[config.mk]
export PLATFORM = sky130hd
export DESIGN_NAME = sram_lane_ctrl
export DESIGN_NICKNAME = d
export VERILOG_FILES = /design/src/rtl/sram_lane_pkg.sv /design/src/rtl/sram_lane_map.sv /design/src/rtl/sram_read_align.sv /design/src/rtl/sram_seq.sv /design/src/rtl/sram_lane_ctrl.sv
export SDC_FILE = /design/constraint.sdc
export NUM_CORES = 1
export LEC_CHECK = 0
export BUFFER_PORTS_ARGS = -buffer_cell sky130_fd_sc_hd__clkbuf_2
export CORE_UTILIZATION = 51
export CTS_CLUSTER_SIZE = 12
export DETAILED_ROUTE_END_ITERATION = 8
export MAX_ROUTING_LAYER = met4
export PLACE_DENSITY = 0.92
export SYNTH_ARGS = -nofsm -noshare
export SYNTH_HDL_FRONTEND = slang
export SYNTH_SLANG_ARGS = --single-unit
[constraint.sdc]
create_clock -name clk_i -period 2.1 [get_ports clk_i]
set_input_delay 0.63 -clock clk_i [delete_from_list [all_inputs] [get_ports clk_i]]
set_output_delay 0.63 -clock clk_i [all_outputs]
set_load 0.005 [all_outputs]
[src/rtl/sram_lane_pkg.sv]
package sram_lane_pkg;
  typedef enum logic [1:0] {
    WM_32  = 2'b00,
    WM_16  = 2'b01,
    WM_8   = 2'b10,
    WM_RSV = 2'b11
  } width_mode_e;

  typedef enum logic [2:0] {
    ST_IDLE,
    ST_WR,
    ST_WREC,
    ST_RD,
    ST_TURN
  } seq_state_e;

  function automatic int ceil_div(input int num, input int den);
    return (num + den - 1) / den;
  endfunction

  function automatic int max3(input int a, input int b, input int c);
    int m;
    m = (a > b) ? a : b;
    return (m > c) ? m : c;
  endfunction
endpackage

[src/rtl/sram_lane_map.sv]
module sram_lane_map
  import sram_lane_pkg::*;
#(
  parameter int ADDR_W = 19,
  parameter int LANE_W = 8,
  localparam int LANES  = 4,
  localparam int DATA_W = LANES * LANE_W,
  localparam int REQ_AW = ADDR_W + 2
) (
  input  width_mode_e       mode_i,
  input  logic [REQ_AW-1:0] addr_i,
  input  logic [DATA_W-1:0] wdata_i,
  input  logic [LANES-1:0]  be_i,
  output logic [ADDR_W-1:0] ram_addr_o,
  output logic [LANES-1:0]  lane_rd_o,
  output logic [LANES-1:0]  lane_wr_o,
  output logic [DATA_W-1:0] wdata_o
);
  localparam int HALF_W = 2 * LANE_W;

  always_comb begin
    unique case (mode_i)
      WM_16:   ram_addr_o = addr_i[ADDR_W:1];
      WM_8:    ram_addr_o = addr_i[ADDR_W+1:2];
      default: ram_addr_o = addr_i[ADDR_W-1:0];
    endcase
  end

  for (genvar l = 0; l < LANES; l++) begin : g_lane
    logic pair_hit, byte_hit;
    assign pair_hit = ((l / 2) == int'(addr_i[0]));
    assign byte_hit = (l == int'(addr_i[1:0]));

    always_comb begin
      unique case (mode_i)
        WM_16: begin
          lane_rd_o[l] = pair_hit;
          lane_wr_o[l] = pair_hit & be_i[l % 2];
          wdata_o[l*LANE_W +: LANE_W] = wdata_i[(l % 2)*LANE_W +: LANE_W];
        end
        WM_8: begin
          lane_rd_o[l] = byte_hit;
          lane_wr_o[l] = byte_hit & be_i[0];
          wdata_o[l*LANE_W +: LANE_W] = wdata_i[LANE_W-1:0];
        end
        default: begin
          lane_rd_o[l] = 1'b1;
          lane_wr_o[l] = be_i[l];
          wdata_o[l*LANE_W +: LANE_W] = wdata_i[l*LANE_W +: LANE_W];
        end
      endcase
    end
  end

  logic unused_half;
  assign unused_half = (HALF_W == 0);
endmodule

[src/rtl/sram_read_align.sv]
module sram_read_align
  import sram_lane_pkg::*;
#(
  parameter int LANE_W = 8,
  localparam int LANES  = 4,
  localparam int DATA_W = LANES * LANE_W,
  localparam int HALF_W = 2 * LANE_W
) (
  input  width_mode_e       mode_i,
  input  logic [1:0]        sel_i,
  input  logic [DATA_W-1:0] dq_i,
  output logic [DATA_W-1:0] word_o
);
  logic [1:0][HALF_W-1:0]       halves;
  logic [LANES-1:0][LANE_W-1:0] bytes;

  for (genvar h = 0; h < 2; h++) begin : g_half
    assign halves[h] = dq_i[h*HALF_W +: HALF_W];
  end
  for (genvar b = 0; b < LANES; b++) begin : g_byte
    assign bytes[b] = dq_i[b*LANE_W +: LANE_W];
  end

  always_comb begin
    unique case (mode_i)
      WM_16:   word_o = DATA_W'(halves[sel_i[0]]);
      WM_8:    word_o = DATA_W'(bytes[sel_i]);
      default: word_o = dq_i;
    endcase
  end
endmodule

[src/rtl/sram_seq.sv]
module sram_seq
  import sram_lane_pkg::*;
#(
  parameter int ADDR_W = 19,
  parameter int DATA_W = 32,
  parameter int LANES  = 4,
  parameter int WR_CYC = 2,
  parameter int RD_CYC = 3,
  parameter int TA_CYC = 2
) (
  input  logic              clk_i,
  input  logic              rst_ni,
  input  logic              start_i,
  input  logic              write_i,
  input  logic [ADDR_W-1:0] addr_i,
  input  logic [LANES-1:0]  lane_rd_i,
  input  logic [LANES-1:0]  lane_wr_i,
  input  logic [DATA_W-1:0] wdata_i,
  output logic              ready_o,
  output logic              capture_o,
  output logic              done_o,
  output logic [ADDR_W-1:0] sram_addr_o,
  output logic [LANES-1:0]  cs_n_o,
  output logic [LANES-1:0]  we_n_o,
  output logic              oe_n_o,
  output logic [DATA_W-1:0] dq_o,
  output logic              dq_oe_o
);
  localparam int MAX_CYC = max3(WR_CYC, RD_CYC, TA_CYC);
  localparam int CNT_W   = $clog2(MAX_CYC + 1);

  seq_state_e       state_q;
  logic [CNT_W-1:0] cnt_q;
  logic             cnt_zero;

  assign cnt_zero  = (cnt_q == '0);
  assign ready_o   = (state_q == ST_IDLE);
  assign capture_o = (state_q == ST_RD) && cnt_zero;

  always_ff @(posedge clk_i or negedge rst_ni) begin
    if (!rst_ni) begin
      state_q     <= ST_IDLE;
      cnt_q       <= '0;
      sram_addr_o <= '0;
      cs_n_o      <= '1;
      we_n_o      <= '1;
      oe_n_o      <= 1'b1;
      dq_o        <= '0;
      dq_oe_o     <= 1'b0;
      done_o      <= 1'b0;
    end else begin
      done_o <= 1'b0;
      unique case (state_q)
        ST_IDLE: if (start_i) begin
          sram_addr_o <= addr_i;
          if (write_i) begin
            cs_n_o  <= ~lane_wr_i;
            we_n_o  <= ~lane_wr_i;
            dq_o    <= wdata_i;
            dq_oe_o <= 1'b1;
            cnt_q   <= CNT_W'(WR_CYC - 1);
            state_q <= ST_WR;
          end else begin
            cs_n_o  <= ~lane_rd_i;
            oe_n_o  <= 1'b0;
            cnt_q   <= CNT_W'(RD_CYC - 1);
            state_q <= ST_RD;
          end
        end
        ST_WR: begin
          if (cnt_zero) begin
            cs_n_o  <= '1;
            we_n_o  <= '1;
            state_q <= ST_WREC;
          end else begin
            cnt_q <= cnt_q - 1'b1;
          end
        end
        ST_WREC: begin
          // data held one cycle past the strobe edge
          dq_oe_o <= 1'b0;
          done_o  <= 1'b1;
          state_q <= ST_IDLE;
        end
        ST_RD: begin
          if (cnt_zero) begin
            cs_n_o  <= '1;
            oe_n_o  <= 1'b1;
            done_o  <= 1'b1;
            cnt_q   <= CNT_W'(TA_CYC - 1);
            state_q <= ST_TURN;
          end else begin
            cnt_q <= cnt_q - 1'b1;
          end
        end
        ST_TURN: begin
          if (cnt_zero) state_q <= ST_IDLE;
          else          cnt_q   <= cnt_q - 1'b1;
        end
        default: state_q <= ST_IDLE;
      endcase
    end
  end

  a_r8_no_drive_under_oe: assert property (@(posedge clk_i) disable iff (!rst_ni)
    !oe_n_o |-> !dq_oe_o);
  a_r8_quiet_after_read: assert property (@(posedge clk_i) disable iff (!rst_ni)
    $rose(oe_n_o) |=> !dq_oe_o);
  a_r9_we_within_cs: assert property (@(posedge clk_i) disable iff (!rst_ni)
    ((~we_n_o) & cs_n_o) == '0);
  a_r9_we_oe_apart: assert property (@(posedge clk_i) disable iff (!rst_ni)
    (we_n_o != '1) |-> oe_n_o);
  a_r2_drive_during_we: assert property (@(posedge clk_i) disable iff (!rst_ni)
    (we_n_o != '1) |-> dq_oe_o);
  a_r10_done_single: assert property (@(posedge clk_i) disable iff (!rst_ni)
    done_o |=> !done_o);
  a_r10_busy_not_ready: assert property (@(posedge clk_i) disable iff (!rst_ni)
    start_i |=> !ready_o);
endmodule

[src/rtl/sram_lane_ctrl.sv]
module sram_lane_ctrl
  import sram_lane_pkg::*;
#(
  parameter int ADDR_W   = 19,
  parameter int LANE_W   = 8,
  parameter int CLK_PS   = 5000,
  parameter int T_AA_PS  = 12000,
  parameter int T_OE_PS  = 7000,
  parameter int T_WP_PS  = 10000,
  parameter int T_DW_PS  = 8000,
  parameter int T_WC_PS  = 12000,
  parameter int T_HZ_PS  = 7000,
  localparam int LANES   = 4,
  localparam int DATA_W  = LANES * LANE_W,
  localparam int REQ_AW  = ADDR_W + 2
) (
  input  logic              clk_i,
  input  logic              rst_ni,
  input  logic [1:0]        mode_i,
  input  logic              req_valid_i,
  output logic              req_ready_o,
  input  logic              req_write_i,
  input  logic [REQ_AW-1:0] req_addr_i,
  input  logic [DATA_W-1:0] req_wdata_i,
  input  logic [LANES-1:0]  req_be_i,
  output logic              done_o,
  output logic [DATA_W-1:0] rdata_o,
  output logic [ADDR_W-1:0] sram_addr_o,
  output logic [LANES-1:0]  sram_cs_n_o,
  output logic [LANES-1:0]  sram_we_n_o,
  output logic              sram_oe_n_o,
  output logic [DATA_W-1:0] sram_dq_o,
  output logic              sram_dq_oe_o,
  input  logic [DATA_W-1:0] sram_dq_i
);
  // write cycle = pulse + one recovery cycle
  localparam int WR_CYC = max3(ceil_div(T_WP_PS, CLK_PS), ceil_div(T_DW_PS, CLK_PS),
                               ceil_div(T_WC_PS, CLK_PS) - 1);
  localparam int RD_CYC = max3(ceil_div(T_AA_PS, CLK_PS), ceil_div(T_OE_PS, CLK_PS), 1);
  localparam int TA_CYC = max3(ceil_div(T_HZ_PS, CLK_PS), 1, 1);

  width_mode_e       mode, mode_q;
  logic [1:0]        sel_q;
  logic              start, capture;
  logic [ADDR_W-1:0] map_addr;
  logic [LANES-1:0]  lane_rd, lane_wr;
  logic [DATA_W-1:0] map_wdata, aligned;

  assign mode  = width_mode_e'(mode_i);
  assign start = req_valid_i & req_ready_o;

  sram_lane_map #(.ADDR_W(ADDR_W), .LANE_W(LANE_W)) u_map (
    .mode_i    (mode),
    .addr_i    (req_addr_i),
    .wdata_i   (req_wdata_i),
    .be_i      (req_be_i),
    .ram_addr_o(map_addr),
    .lane_rd_o (lane_rd),
    .lane_wr_o (lane_wr),
    .wdata_o   (map_wdata)
  );

  sram_seq #(
    .ADDR_W(ADDR_W), .DATA_W(DATA_W), .LANES(LANES),
    .WR_CYC(WR_CYC), .RD_CYC(RD_CYC), .TA_CYC(TA_CYC)
  ) u_seq (
    .clk_i      (clk_i),
    .rst_ni     (rst_ni),
    .start_i    (start),
    .write_i    (req_write_i),
    .addr_i     (map_addr),
    .lane_rd_i  (lane_rd),
    .lane_wr_i  (lane_wr),
    .wdata_i    (map_wdata),
    .ready_o    (req_ready_o),
    .capture_o  (capture),
    .done_o     (done_o),
    .sram_addr_o(sram_addr_o),
    .cs_n_o     (sram_cs_n_o),
    .we_n_o     (sram_we_n_o),
    .oe_n_o     (sram_oe_n_o),
    .dq_o       (sram_dq_o),
    .dq_oe_o    (sram_dq_oe_o)
  );

  sram_read_align #(.LANE_W(LANE_W)) u_align (
    .mode_i(mode_q),
    .sel_i (sel_q),
    .dq_i  (sram_dq_i),
    .word_o(aligned)
  );

  always_ff @(posedge clk_i or negedge rst_ni) begin
    if (!rst_ni) begin
      mode_q  <= WM_32;
      sel_q   <= '0;
      rdata_o <= '0;
    end else begin
      if (start) begin
        mode_q <= mode;
        sel_q  <= req_addr_i[1:0];
      end
      if (capture) rdata_o <= aligned;
    end
  end

  a_r6_one_lane_read: assert property (@(posedge clk_i) disable iff (!rst_ni)
    (mode_q == WM_8 && !sram_oe_n_o) |-> ($countones(~sram_cs_n_o) == 1));
  a_r5_pair_read: assert property (@(posedge clk_i) disable iff (!rst_ni)
    (mode_q == WM_16 && !sram_oe_n_o) |-> ($countones(~sram_cs_n_o) == 2));
  a_r4_full_read: assert property (@(posedge clk_i) disable iff (!rst_ni)
    ((mode_q == WM_32 || mode_q == WM_RSV) && !sram_oe_n_o) |-> (sram_cs_n_o == '0));
endmodule

# Word-level counts from Yosys, hierarchy flattened
# Index checks and enable logic that the tools add are counted.
# totals
inputBits,95
output_inout_bits,95
elab_cells,110
reg_bits,103
# classes
muxes,44
reduce_logical,20
eq_ne,19
bitwise_logic,12
add_sub_neg,1
n_lt_le_gt_ge,2
# op_table
operator,count
$pmux 32 s2,1
$pmux 19 s2,1
$mux 16,2
$mux 8,3
$pmux 1 s2,11
$mux 4,5
$bmux 8 s2,1
$pmux 4 s2,2
$pmux 8 s2,1
$mux 3,4
$ne 2x1->1 const B,6
$pmux 3 s4,1
$reduce_and 3->1,4
$reduce_and 4->1,3
$mux 2,5
$and 1x1->1,9
$not 4->4,2
$reduce_bool 2->1,4
$eq 3x2->1 const B,2
$mux 1,6
$pmux 2 s3,1
$reduce_or 2->1,3
$eq 2x1->1 const B,2
$eq 2x2->1 const A,2
14 further kinds,17

# Longest topological paths before layout
# logic_depth
ltp_word,7
mapped_depth,9
ltp_nobuf,6

# Modules after synthesis
# From an unflattened synthesis, not the netlist that was laid out.
# hier_totals
hier_cells,559
area_unflattened_um2,6173.4
# by_module_without_submodules
module,cells_each,instances,seq_area_each_um2,area_each_um2
sram_seq,232,1,1687.9,2921.6
sram_lane_ctrl,78,1,900.9,1497.7
sram_lane_map,150,1,0.0,1027.2
sram_read_align,99,1,0.0,726.9

# Worst setup path before layout
# Ideal clock, no wire load.
# synth_timing
kind,input-to-reg
start,in mode_i[0]
end,reg u_seq.dq_o[24]
t_arrival_ns,1.835
required_time_ns,2.017
cell_stages,7
setup_ns,0.083
n_path_buf,3
path_slack_ns,0.183
path_cell_list,inv_1 -> ha_1 -> buf_2 -> clkbuf_1 -> clkbuf_1 -> a21oi_1 -> o21ai_0
# synth_via
elab_chain_len,2
word_cells_on_any_way,3
classes_between,eq/ne: 2; mux: 1
# synth_lines
element,line_no,rtl
from (decl),sram_lane_ctrl.sv:19,"input logic [1:0] mode_i,"
$eq 2x2->1 / $eq 2x1->1 (equally long branches),sram_lane_map.sv:35,unique case (mode_i)
$pmux 8 s2 *,sram_lane_map.sv:35,
to (signal assigned),sram_seq.sv:59,dq_o <= wdata_i;
to (decl),sram_seq.sv:26,"output logic [DATA_W-1:0] dq_o,"
# Every way passes the cells marked *; elsewhere a longest branch is shown, timed or not.
# A chain may end at the register's enable or synchronous reset.

# Worst setup path after layout
# layout_timing
start,reg u_seq.state_q[2]
end,out req_ready_o
# layout_via
elab_chain_len,1
# layout_lines
element,line_no,rtl
from (decl),sram_seq.sv:32,seq_state_e state_q;
from (signal assigned),sram_seq.sv:42,state_q <= ST_IDLE;
from (signal assigned),sram_seq.sv:62,state_q <= ST_WR;
from (signal assigned),sram_seq.sv:67,state_q <= ST_RD;
$logic_not 3->1,sram_seq.sv:37,assign ready_o = (state_q == ST_IDLE);
to (decl),sram_lane_ctrl.sv:21,"output logic req_ready_o,"
# Every way passes these cells.

==> metrics.md <==
| Metric | Value |
|---|---|
| Largest net degree at the start of global routing | 60 |
| CTS max path bufs | 2 |
| DP HPWL | 11.4 mm |
| Slew margin rel. | 57.6% |
| Worst VDD drop | about 0.63 mV |
| Crit Path Class | reg -> out |
| Max-Cap Viols | 0 |
| Vias/cell | 5.66 |
| Rows | 37 |
| Clock tree sinks | between 100 and 150 |
| CP Data Required Time | around 1.5 ns |
| Grt met3 use | between 5 and 6% |
| Synth Flop Type | dfrtp_1 |
| Post-synth top area share | 42.3% |
| Post-layout min period | 1.92 ns |
| Routed len/inst | 16.6 um |
| Synth Register Bits | 103 |
| Post-layout util | 65.5% |
| Storage element area | 2590 um2 |
| CTS H-Tree Depth | 3 |
| Multi-input gate area | 2660 um2 |
| # setup viols final | 0 |
| CTS clk-pin slew, worst paths | 0.11 ns |
| Antenna violations before repair | 0 |
| Leakage | 3.39 nW |
| ANT nets after route | 0 |
| Post-Synthesis Cell Area | 5570 um2 |
| 1st-iter DRT viols | 433 |
| Nets | around 880 |
| Worst slew pin tran | 0.636 ns |
| # diodes | 0 |
| Yosys warns | 0 |
| Most frequent cells in the layout | 188 x clkbuf_2, 124 x nand2_1, 94 x dfrtp_1, 63 x nor2_1, 50 x o21ai_0 |
| Commonest non-fill, non-tap cell in the layout | clkbuf_2 |
| Worst EP arrival | 1.29 ns |
| Met1 global-route usage | 35.5% |
| Clock Latency Late Sink | 0.37 ns |
| Die width | 106 um |
| Post-synth ARST share | 100% |
| Met2 Usage GRT | a little under half |
| Critical path endpoint category | output port |
| Global-route wire length before repair | about 25 mm |
| Area Overhead vs Synth | 23.2% |
| Via count | 5205 |
| Vias in the first global route | 4958 |
| CTS root buffer | clkbuf_8 |
| Run status | finished, final reports clean |
| DRC errors left | 0 |
| Worst Hold Class | in -> async |
| Tot GR Track Use | 28.7% |
| Distinct cells, synth | 48 |
| Routed WL | 15.3 mm |
| RSZ-0062 raised after global routing | false |
| Layout cells sized above 1 | 35.2% |
| Fin crit share | 91.6% |
| CTS tree | done |
| Worst-path fanout max | 16 |
| Initial Util | 53.2% |
| Power per cell area | 1310 nW/um2 |
| Drt first pass iters | 5 |
| Post-CTS setup buffers | 0 |
| Critical Path Start Type | flip-flop |
| Final Max Tran Viols | 0 |
| Leading area contributor after synthesis | dfrtp_1 |
| Number of fill cells | 889 |
| Synth Net Count | 707 |
| Worst reg2reg path startpoint | u_seq.cnt_q[0] |
| Port Buffers | 189 |
| Mapped Cells | 604 |
| Grt peak-use layer | met2 |
| Die area | 11300 um2 |
| TritonCTS Buffers | 9 |
| Crit. Startpoint | u_seq.state_q[2] |
| Fmax | 520 MHz |
| Syn Area/Cell | 9.22 um2 |
| Core outline area | approximately 10000 um2 |
| IO Count | 190 |
| Synth area leaders | dfrtp_1 42%, nand2_1 8.4%, o21ai_0 4.5%, dfstp_2 4.2%, nor2_1 4.2% |
| Post-synth EDFFs | 0 |
| Max Clock Skew | roughly 0.014 ns |
| Total Negative Setup Slacks | 0 ns |
| Hold Violations, Final | 0 |
| Total gr overflow | 0 |
| Sequential area share after synthesis | 46.5% |
| GP Congestion | 0.892 |
| Die Ht | between 100 and 150 um |
==> registers in the layout (all words and copies together) (netlist names), 2 cells and up <==
signal             cells
u_seq.state_q          3
rdata_o               32
u_seq.we_n_o           4
sel_q                  2
u_seq.dq_o            32
mode_q                 2
u_seq.cs_n_o           4
u_seq.sram_addr_o     19
u_seq.cnt_q            2
==> path summary, 6_finish.rpt <==
| path | to | slack (ns) | depth (start not counted) |
|---|---|---|---|
| min | rdata_o[3] | 0.20 | 1 |
| min in group clk_i | u_seq.dq_o[4] | 0.48 | 2 |
| max reg2reg | u_seq.cnt_q[1] | 0.27 | 6 |
| max in group asynchronous | u_seq.cs_n_o[3] | 1.25 | 2 |
| min reg2reg | u_seq.dq_o[4] | 0.48 | 2 |
| max | req_ready_o | 0.18 | 3 |
==> layout make-up <==
class	count	share of cell area, %
inverters	10	0.547
multi-input cells	438	38.8
flip-flops and latches	103	37.8
clock inverters	7	1.30
well taps	136	2.48
repair buffers	216	17.3
clock buffers	9	1.81
==> worst max-delay path, stage by stage, from the launching register on <==
cell	delay (ns)
dfrtp_1	0.39
buf_4	0.20
nor3_1	0.20
clkbuf_2	0.14
==> per-stage QoR <==
| step | setup slack (ns) | hold WS (ns) | total power, W | instance area (um2) | instances |
|---|---|---|---|---|---|
| 3_5_place_dp | 0.0229 | 0.462 | 0.00766 | 6640 | 903 |
| 2_1_floorplan | 0.183 | 0.334 | 0.00604 | 5570 | 604 |
| 3_3_place_gp | 0.0765 | 0.460 | 0.00747 | 6640 | 903 |
| 4_1_cts | 0.139 | 0.205 | 0.00901 | 6860 | 919 |
| 5_1_grt | 0.0913 | 0.218 | 0.00966 | 6860 | 919 |
| 6_report | 0.177 | 0.201 | 0.00897 | 6860 | 919 |
==> kinds of logic (layout without fill, tap and decap cells) <==
group           after synthesis  count (layout)  share of synthesized area, %
compound gates              191             191                          22.9
xor+xnor                      1               1                         0.157
fa+ha+maj                     8               8                          1.80
buf+inv                      63             242                          5.82
simple gates                209             209                          15.8
mux                          29              29                          7.04
flops                       103             103                          46.5
==> synthesized netlist by cell type, types with 2 or more instances <==
library cell,n
nand3b_1,3
nand3_1,2
buf_4,4
a22o_1,16
a31oi_1,2
mux2i_1,20
nand2_1,124
dfstp_2,9
dfrtp_1,94
nand2b_1,2
a22oi_1,27
o22a_1,3
clkbuf_1,31
o21ai_1,5
o21ai_2,16
a221oi_1,18
nor2b_1,6
buf_6,6
o21ai_0,50
buf_2,9
ha_1,8
a21oi_1,44
inv_1,9
nor3_1,2
mux4_2,8
buf_1,2
nor2_1,63
==> timing repair <==
item                                    4_1_cts  5_1_grt
hold buffers                                  0        0
resized for setup                             1        0
endpoints found under the setup margin        1        0
==> routing by layer <==
layer	wire, um	vias to the layer above
met5	0	-
met2	7320	289
met1	6030	2404
li1	-	2469
met3	1310	43
met4	601	0
==> power breakdown <==
part	leakage (nW)	switching, W	internal [W]
clock	0.105	0.000766	0.000581
combinational	2.01	0.00226	0.00183
sequential	1.27	0.000584	0.00295
Power figures use the tool's default switching activity.
